==> src/rtl/spiwr_pkg.sv <==
package spiwr_pkg;
  localparam int CMD_W  = 8;
  localparam int DATA_W = 8;
  localparam int ADDR_W = 4;
  localparam int NUM_CH = 2;

  typedef struct packed {
    logic [2:0] octave;
    logic [3:0] tone;
  } note_t;

  typedef struct packed {
    logic       gate;
    logic       env_en;
    logic       tone_en;
    logic [1:0] wave;
  } chan_ctl_t;

  localparam note_t           NOTE_RST   = '{octave: 3'd0, tone: 4'hF};
  localparam chan_ctl_t       CHAN_RST   = '0;
  localparam logic [DATA_W-1:0] PERIOD_RST = 8'h10;

  localparam logic [ADDR_W-1:0] ADR_MAIN  = 4'h0;
  localparam logic [ADDR_W-1:0] ADR_VOL   = 4'h5;
  localparam logic [ADDR_W-1:0] ADR_ENV   = 4'h7;
  localparam logic [ADDR_W-1:0] ADR_STEP  = 4'h8;

  localparam int BIT_CLEAR   = 1;
  localparam int BIT_RESTART = 2;
endpackage

==> src/rtl/spiwr_sync.sv <==
module spiwr_sync #(
  parameter int              WIDTH   = 3,
  parameter int              STAGES  = 2,
  parameter logic [WIDTH-1:0] RST_VAL = '0
) (
  input  logic             clk,
  input  logic             rst,
  input  logic [WIDTH-1:0] d,
  output logic [WIDTH-1:0] q
);
  logic [WIDTH-1:0] stg [STAGES];

  always_ff @(posedge clk or posedge rst) begin
    if (rst) begin
      for (int i = 0; i < STAGES; i++) stg[i] <= RST_VAL;
    end else begin
      stg[0] <= d;
      for (int i = 1; i < STAGES; i++) stg[i] <= stg[i-1];
    end
  end

  assign q = stg[STAGES-1];
endmodule

==> src/rtl/spiwr_frame.sv <==
module spiwr_frame
  import spiwr_pkg::*;
(
  input  logic              clk,
  input  logic              rst,
  input  logic              cs_n_s,
  input  logic              sck_s,
  input  logic              mosi_s,
  output logic              wr_valid,
  output logic [ADDR_W-1:0] wr_addr,
  output logic [DATA_W-1:0] wr_data
);
  localparam int FRAME_W = CMD_W + DATA_W;
  localparam int CNT_W   = $clog2(FRAME_W);
  localparam int SH_W    = ADDR_W + DATA_W - 1;

  logic             sck_d, cs_d, done;
  logic [CNT_W-1:0] cnt;
  logic [SH_W-1:0]  shreg;
  logic             sck_rise, cs_edge;

  assign sck_rise = sck_s & ~sck_d;
  assign cs_edge  = cs_n_s ^ cs_d;

  always_ff @(posedge clk or posedge rst) begin
    if (rst) begin
      sck_d    <= 1'b0;
      cs_d     <= 1'b1;
      done     <= 1'b0;
      cnt      <= '0;
      shreg    <= '0;
      wr_valid <= 1'b0;
      wr_addr  <= '0;
      wr_data  <= '0;
    end else begin
      sck_d    <= sck_s;
      cs_d     <= cs_n_s;
      wr_valid <= 1'b0;
      if (cs_n_s || cs_edge) begin
        cnt  <= '0;
        done <= 1'b0;
      end else if (sck_rise && !done) begin
        shreg <= {shreg[SH_W-2:0], mosi_s};
        if (cnt == CNT_W'(FRAME_W - 1)) begin
          cnt      <= '0;
          done     <= 1'b1;
          wr_valid <= 1'b1;
          wr_addr  <= shreg[SH_W-1:DATA_W-1];
          wr_data  <= {shreg[DATA_W-2:0], mosi_s};
        end else begin
          cnt <= cnt + 1'b1;
        end
      end
    end
  end
endmodule

==> src/rtl/spiwr_regmap.sv <==
module spiwr_regmap
  import spiwr_pkg::*;
(
  input  logic                   clk,
  input  logic                   rst,
  input  logic                   wr_valid,
  input  logic [ADDR_W-1:0]      wr_addr,
  input  logic [DATA_W-1:0]      wr_data,
  output logic                   audio_en,
  output logic                   clr_pulse,
  output note_t     [NUM_CH-1:0] note_q,
  output chan_ctl_t [NUM_CH-1:0] chan_q,
  output logic      [2:0]        vol_a,
  output logic      [2:0]        vol_b,
  output logic                   env_mode,
  output logic                   env_apply_a,
  output logic                   env_apply_b,
  output logic                   env_restart,
  output logic      [DATA_W-1:0] env_period
);
  logic hit_main, hit_vol, hit_env, hit_step;

  assign hit_main = wr_valid && (wr_addr == ADR_MAIN);
  assign hit_vol  = wr_valid && (wr_addr == ADR_VOL);
  assign hit_env  = wr_valid && (wr_addr == ADR_ENV);
  assign hit_step = wr_valid && (wr_addr == ADR_STEP);

  always_ff @(posedge clk or posedge rst) begin
    if (rst) begin
      audio_en    <= 1'b0;
      clr_pulse   <= 1'b0;
      env_restart <= 1'b0;
      vol_a       <= '0;
      vol_b       <= '0;
      env_mode    <= 1'b0;
      env_apply_a <= 1'b0;
      env_apply_b <= 1'b0;
      env_period  <= PERIOD_RST;
    end else begin
      clr_pulse   <= hit_main && wr_data[BIT_CLEAR] && !clr_pulse;
      env_restart <= hit_env && wr_data[BIT_RESTART] && !clr_pulse;
      if (clr_pulse) begin
        audio_en    <= 1'b0;
        vol_a       <= '0;
        vol_b       <= '0;
        env_mode    <= 1'b0;
        env_apply_a <= 1'b0;
        env_apply_b <= 1'b0;
        env_period  <= PERIOD_RST;
      end else begin
        if (hit_main) audio_en <= wr_data[0];
        if (hit_vol) begin
          vol_a <= wr_data[2:0];
          vol_b <= wr_data[6:4];
        end
        if (hit_env) begin
          env_mode    <= wr_data[0];
          env_apply_a <= wr_data[3];
          env_apply_b <= wr_data[4];
        end
        if (hit_step) env_period <= wr_data;
      end
    end
  end

  for (genvar ch = 0; ch < NUM_CH; ch++) begin : g_chan
    localparam logic [ADDR_W-1:0] ADR_NOTE = ADDR_W'(1 + 2 * ch);
    localparam logic [ADDR_W-1:0] ADR_CTL  = ADDR_W'(2 + 2 * ch);

    always_ff @(posedge clk or posedge rst) begin
      if (rst) begin
        note_q[ch] <= NOTE_RST;
        chan_q[ch] <= CHAN_RST;
      end else if (clr_pulse) begin
        note_q[ch] <= NOTE_RST;
        chan_q[ch] <= CHAN_RST;
      end else if (wr_valid) begin
        if (wr_addr == ADR_NOTE) note_q[ch] <= note_t'(wr_data[6:0]);
        if (wr_addr == ADR_CTL)
          chan_q[ch] <= '{gate: wr_data[5], env_en: wr_data[4],
                          tone_en: wr_data[2], wave: wr_data[1:0]};
      end
    end
  end
endmodule

==> src/rtl/spiwr_regfile.sv <==
module spiwr_regfile
  import spiwr_pkg::*;
#(
  parameter int SYNC_STAGES = 2,
  parameter int RST_STAGES  = 2
) (
  input  logic       clk,
  input  logic       rst_n,
  input  logic       spi_cs_n,
  input  logic       spi_sck,
  input  logic       spi_mosi,
  output logic       audio_en,
  output logic       clr_pulse,
  output logic [6:0] note_a,
  output logic [1:0] chan_a_wave,
  output logic       chan_a_tone_en,
  output logic       chan_a_env_en,
  output logic       chan_a_gate,
  output logic [6:0] note_b,
  output logic [1:0] chan_b_wave,
  output logic       chan_b_tone_en,
  output logic       chan_b_env_en,
  output logic       chan_b_gate,
  output logic [2:0] vol_a,
  output logic [2:0] vol_b,
  output logic       env_mode,
  output logic       env_apply_a,
  output logic       env_apply_b,
  output logic       env_restart,
  output logic [7:0] env_period
);
  logic [RST_STAGES-1:0] rst_pipe;
  logic                  rst_int;

  always_ff @(posedge clk or negedge rst_n) begin
    if (!rst_n) rst_pipe <= '0;
    else        rst_pipe <= {rst_pipe[RST_STAGES-2:0], 1'b1};
  end
  assign rst_int = ~rst_pipe[RST_STAGES-1];

  logic [2:0] sync_q;
  logic       cs_n_s, sck_s, mosi_s;

  spiwr_sync #(.WIDTH(3), .STAGES(SYNC_STAGES), .RST_VAL(3'b001)) sync_i (
    .clk (clk),
    .rst (rst_int),
    .d   ({spi_mosi, spi_sck, spi_cs_n}),
    .q   (sync_q)
  );
  assign {mosi_s, sck_s, cs_n_s} = sync_q;

  logic              wr_valid;
  logic [ADDR_W-1:0] wr_addr;
  logic [DATA_W-1:0] wr_data;

  spiwr_frame frame_i (
    .clk      (clk),
    .rst      (rst_int),
    .cs_n_s   (cs_n_s),
    .sck_s    (sck_s),
    .mosi_s   (mosi_s),
    .wr_valid (wr_valid),
    .wr_addr  (wr_addr),
    .wr_data  (wr_data)
  );

  note_t     [NUM_CH-1:0] note_q;
  chan_ctl_t [NUM_CH-1:0] chan_q;

  spiwr_regmap regmap_i (
    .clk         (clk),
    .rst         (rst_int),
    .wr_valid    (wr_valid),
    .wr_addr     (wr_addr),
    .wr_data     (wr_data),
    .audio_en    (audio_en),
    .clr_pulse   (clr_pulse),
    .note_q      (note_q),
    .chan_q      (chan_q),
    .vol_a       (vol_a),
    .vol_b       (vol_b),
    .env_mode    (env_mode),
    .env_apply_a (env_apply_a),
    .env_apply_b (env_apply_b),
    .env_restart (env_restart),
    .env_period  (env_period)
  );

  assign note_a         = note_q[0];
  assign chan_a_wave    = chan_q[0].wave;
  assign chan_a_tone_en = chan_q[0].tone_en;
  assign chan_a_env_en  = chan_q[0].env_en;
  assign chan_a_gate    = chan_q[0].gate;
  assign note_b         = note_q[1];
  assign chan_b_wave    = chan_q[1].wave;
  assign chan_b_tone_en = chan_q[1].tone_en;
  assign chan_b_env_en  = chan_q[1].env_en;
  assign chan_b_gate    = chan_q[1].gate;
endmodule

==> config.mk <==
export PLATFORM = sky130hd
export DESIGN_NAME = spiwr_regfile
export DESIGN_NICKNAME = d
export VERILOG_FILES = /design/src/rtl/spiwr_pkg.sv /design/src/rtl/spiwr_sync.sv /design/src/rtl/spiwr_frame.sv /design/src/rtl/spiwr_regmap.sv /design/src/rtl/spiwr_regfile.sv
export SDC_FILE = /design/constraint.sdc
export NUM_CORES = 1
export LEC_CHECK = 0
export ABC_AREA = 0
export BUFFER_PORTS_ARGS = -buffer_cell sky130_fd_sc_hd__buf_2
export CAP_MARGIN = 20
export CORE_MARGIN = 4
export CORE_UTILIZATION = 56
export DETAILED_ROUTE_END_ITERATION = 8
export PLACE_DENSITY_LB_ADDON = 0.1
export SKIP_CTS_REPAIR_TIMING = 1
export SYNTH_ARGS = -nofsm -noshare
export SYNTH_HDL_FRONTEND = slang
export SYNTH_HIERARCHICAL = 1
export SYNTH_SLANG_ARGS = --single-unit
export TNS_END_PERCENT = 1
==> constraint.sdc <==
create_clock -name clk -period 1.8 [get_ports clk]
set_input_delay 0.18 -clock clk [delete_from_list [all_inputs] [get_ports clk]]
set_output_delay 0.18 -clock clk [all_outputs]
set_load 0.02 [all_outputs]
==> flow_summary.json <==
{
  "outcome": "complete, no violations",
  "dp_cells": 378,
  "finalInstanceArea_um2": 4070,
  "startpoint_type": "flip-flop",
  "ant_nets": 0,
  "synth_area_leaders": "dfrtp_1, mux2i_1, dfstp_2",
  "setup_viol": 0,
  "fill_cells": 427,
  "synthesis.nets": 269,
  "start_util_pct": 58.7,
  "fp-row-count": 28,
  "layout.cells.non_filler": 398,
  "hold_viol_final": 0,
  "min_period_ps": 1590,
  "syn_area_per_cell_um2": 13.4,
  "antenna_found_initial": 0,
  "num_vias": 2035,
  "power.density_nw_per_um2": 840,
  "leakagePower_nw": 2.20,
  "core_um2": 5990,
  "ys_types": 36,
  "setup_ws_ps": 209,
  "overflow": 0,
  "yosys_register_bits": 83,
  "rsz0062_at_grt": "no",
  "numCtsBuffers": 9,
  "worstHoldPathType": "in2async",
  "fp.dieW_um": 87.3,
  "clk_pin_slew_ps": 80,
  "yosysSeqAreaShare_pct": 59.5,
  "end_kind": "flip-flop",
  "yosysTopAreaCell": "dfrtp_1",
  "wl_met1_um": 2990,
  "grt_pass1_wl_um": 10600,
  "synthesis.instances": 263,
  "die_h_um": 87.3,
  "htree_levels": 3,
  "r2r_slack_ps": 210,
  "die_area_um2": 7610,
  "gp_congestion": 0.798,
  "ioPinCount": 49,
  "n_antenna_cell": 0,
  "routed.top_layer": "met4",
  "clock_latency_ps": 340,
  "clock_skew_ps": 6.12,
  "reg2reg_depth": 3,
  "period_share_pct": 88.4,
  "maxCapViolCount": 0,
  "post-route-util_pct": 67.9,
  "drt_iter0_markers": 91,
  "synth.top_cell.area_share_pct": 50.5,
  "ir_drop_mv": 0.573,
  "tightest_slew_ps": 669,
  "drc": 0,
  "fin_nets": 324,
  "yosysWarningCount": 6,
  "grt_pass1_vias": 2098,
  "clkSinkCount": 83,
  "timing.rr.start": "frame_i/done",
  "grt_max_degree": 30,
  "placement.cell_area_um2": 3830,
  "required_ps": 2030,
  "tns_ps": 0,
  "wl_met2_um": 3000,
  "syn-cell-area_um2": 3520,
  "wl_um": 6340,
  "root_buffer": "clkbuf_8",
  "grt_usage_pct": 18.4,
  "relSlewSlack_pct": 55.1,
  "wl_met3_um": 259,
  "pre_cts_ws_ps": 194,
  "routed_via_density": 5.11,
  "dr.pass1.iters": 4,
  "worstSetupPathType": "reg2reg",
  "port-buffer-count": 48,
  "fmax_mhz": 628,
  "drv_slew": 0,
  "arrival_ps": 1820,
  "area_growth_pct": 15.7,
  "timing.rr.end": "frame_i/shreg[7]",
  "drive_gt1_share_pct": 35.6,
  "hpwl_um": 4510,
  "cts_tree": "built",
  "crit_start": "frame_i/done",
  "post_drt_wl_per_cell_um": 15.9,
  "cts_buffer_depth": 2,
  "crit_fanout": 11
}
synth_stat cells:
cell / instances
nand4bb_1: 1
nor2b_1: 1
or3_4: 1
conb_1: 1
mux2i_1: 44
nand4_1: 1
nor2b_4: 1
nand3_1: 1
or2_4: 1
nor3b_4: 2
clkbuf_1: 5
or3_1: 1
mux2_4: 8
nand2b_1: 41
buf_4: 4
inv_1: 5
clkbuf_2: 1
o21ai_0: 1
a21oi_1: 2
ha_1: 1
mux2_2: 15
nand2_2: 2
nor3_1: 1
a31oi_1: 1
nor3b_1: 1
buf_12: 1
xnor2_1: 1
nand3_2: 3
buf_6: 1
and3_1: 1
nand2_1: 6
buf_2: 2
dfstp_2: 12
nor2_1: 21
nor4bb_1: 1
dfrtp_1: 71
layout make-up:
cell class	count	area [um2]	share of cell area (%)
multi-input cells	161	1310	32.2
inverters	5	18.8	0.461
clock buffers	10	138	3.38
repair buffers	58	350	8.61
flip-flops and latches	83	2090	51.4
well taps	75	93.8	2.31
clock inverters	6	65.1	1.60
layer usage:
| layer | vias to the layer above | global-route usage [%] |
|---|---|---|
| li1 | 987 | - |
| met4 | 0 | 8.37 |
| met2 | 35 | 27.9 |
| met5 | - | 0 |
| met1 | 1004 | 25.7 |
| met3 | 9 | 3.50 |
per-stage QoR:
stage | hold slack (ps) | total power, mW
after floorplan | -116 | 2.07
after global placement | -34.5 | 2.11
after detailed placement | -32.4 | 2.11
after CTS | -414 | 3.46
after global routing | 148 | 3.57
final | 140 | 3.42
flip-flops by register name, indices dropped and copies added (netlist names), 2 cells and up:
signal               flops
frame_i/wr_data          8
regmap_i/chan_q         10
frame_i/cnt              4
regmap_i/note_q         14
rst_pipe                 2
sync_i/stg               3
regmap_i/env_period      8
frame_i/shreg           11
regmap_i/vol_b           3
frame_i/wr_addr          4
regmap_i/vol_a           3
sync_i/q                 3
critical path: stages, from the launching register on:
cell and delay (ps):
dfrtp_1 410, nor3b_1 320, nand2_1 360, mux2_2 390
placed cells by master, fill, tap and decap left out:
cell / netlist / routed
xnor2_1: 1 / 1
nor2_1: 21 / 21
clkinv_1: 0 / 1
ha_1: 1 / 1
or3_1: 1 / 1
nand2b_1: 41 / 41
nand4bb_1: 1 / 1
mux2_2: 15 / 15
nand4_1: 1 / 1
or2_4: 1 / 1
clkinv_4: 0 / 2
nand2_2: 2 / 2
nand3_2: 3 / 3
mux2i_1: 44 / 44
clkbuf_8: 0 / 10
a21oi_1: 2 / 2
inv_1: 5 / 4
and3_1: 1 / 1
or3_4: 1 / 1
o21ai_0: 1 / 1
bufinv_16: 0 / 1
a31oi_1: 1 / 1
mux2_4: 8 / 8
nor2b_4: 1 / 1
dlygate4sd3_1: 0 / 4
buf_2: 2 / 48
clkinvlp_4: 0 / 1
nor3b_4: 2 / 2
nand3_1: 1 / 1
nand2_1: 6 / 6
dfstp_2: 12 / 12
nor2b_1: 1 / 1
clkinv_2: 0 / 2
conb_1: 1 / 1
nor3b_1: 1 / 1
nor4bb_1: 1 / 1
buf_4: 4 / 4
nor3_1: 1 / 1
buf_12: 1 / 2
dfrtp_1: 71 / 71
power breakdown:
part	switching [mW]	leakage (nW)	total, mW	internal, mW
Combinational	0.0565	1.01	0.116	0.0595
Clock	0.662	0.102	1.34	0.679
Sequential	0.0398	1.09	1.96	1.92
Total	0.759	2.20	3.42	2.66
cell families after synthesis:
kind of cell | synth area share, %
simple gates | 15.2
xor+xnor | 0.249
mux | 20.7
compound gates | 0.605
fa+ha+maj | 0.356
buf+inv | 3.24
other cells | 0.107
flops | 59.5
worst max path at each step:
stage / to / slack (ps) / cells after the start
6_report: frame_i/shreg[7] / 210 / 3
5_1_grt: frame_i/shreg[9] / 100 / 3
4_1_cts: frame_i/wr_data[3] / 200 / 3
3_5_place_dp: frame_i/wr_data[3] / 190 / 4
3_3_place_gp: frame_i/shreg[6] / 230 / 3
2_1_floorplan: frame_i/wr_addr[2] / 50 / 6
(Power assumes the default switching activity.)
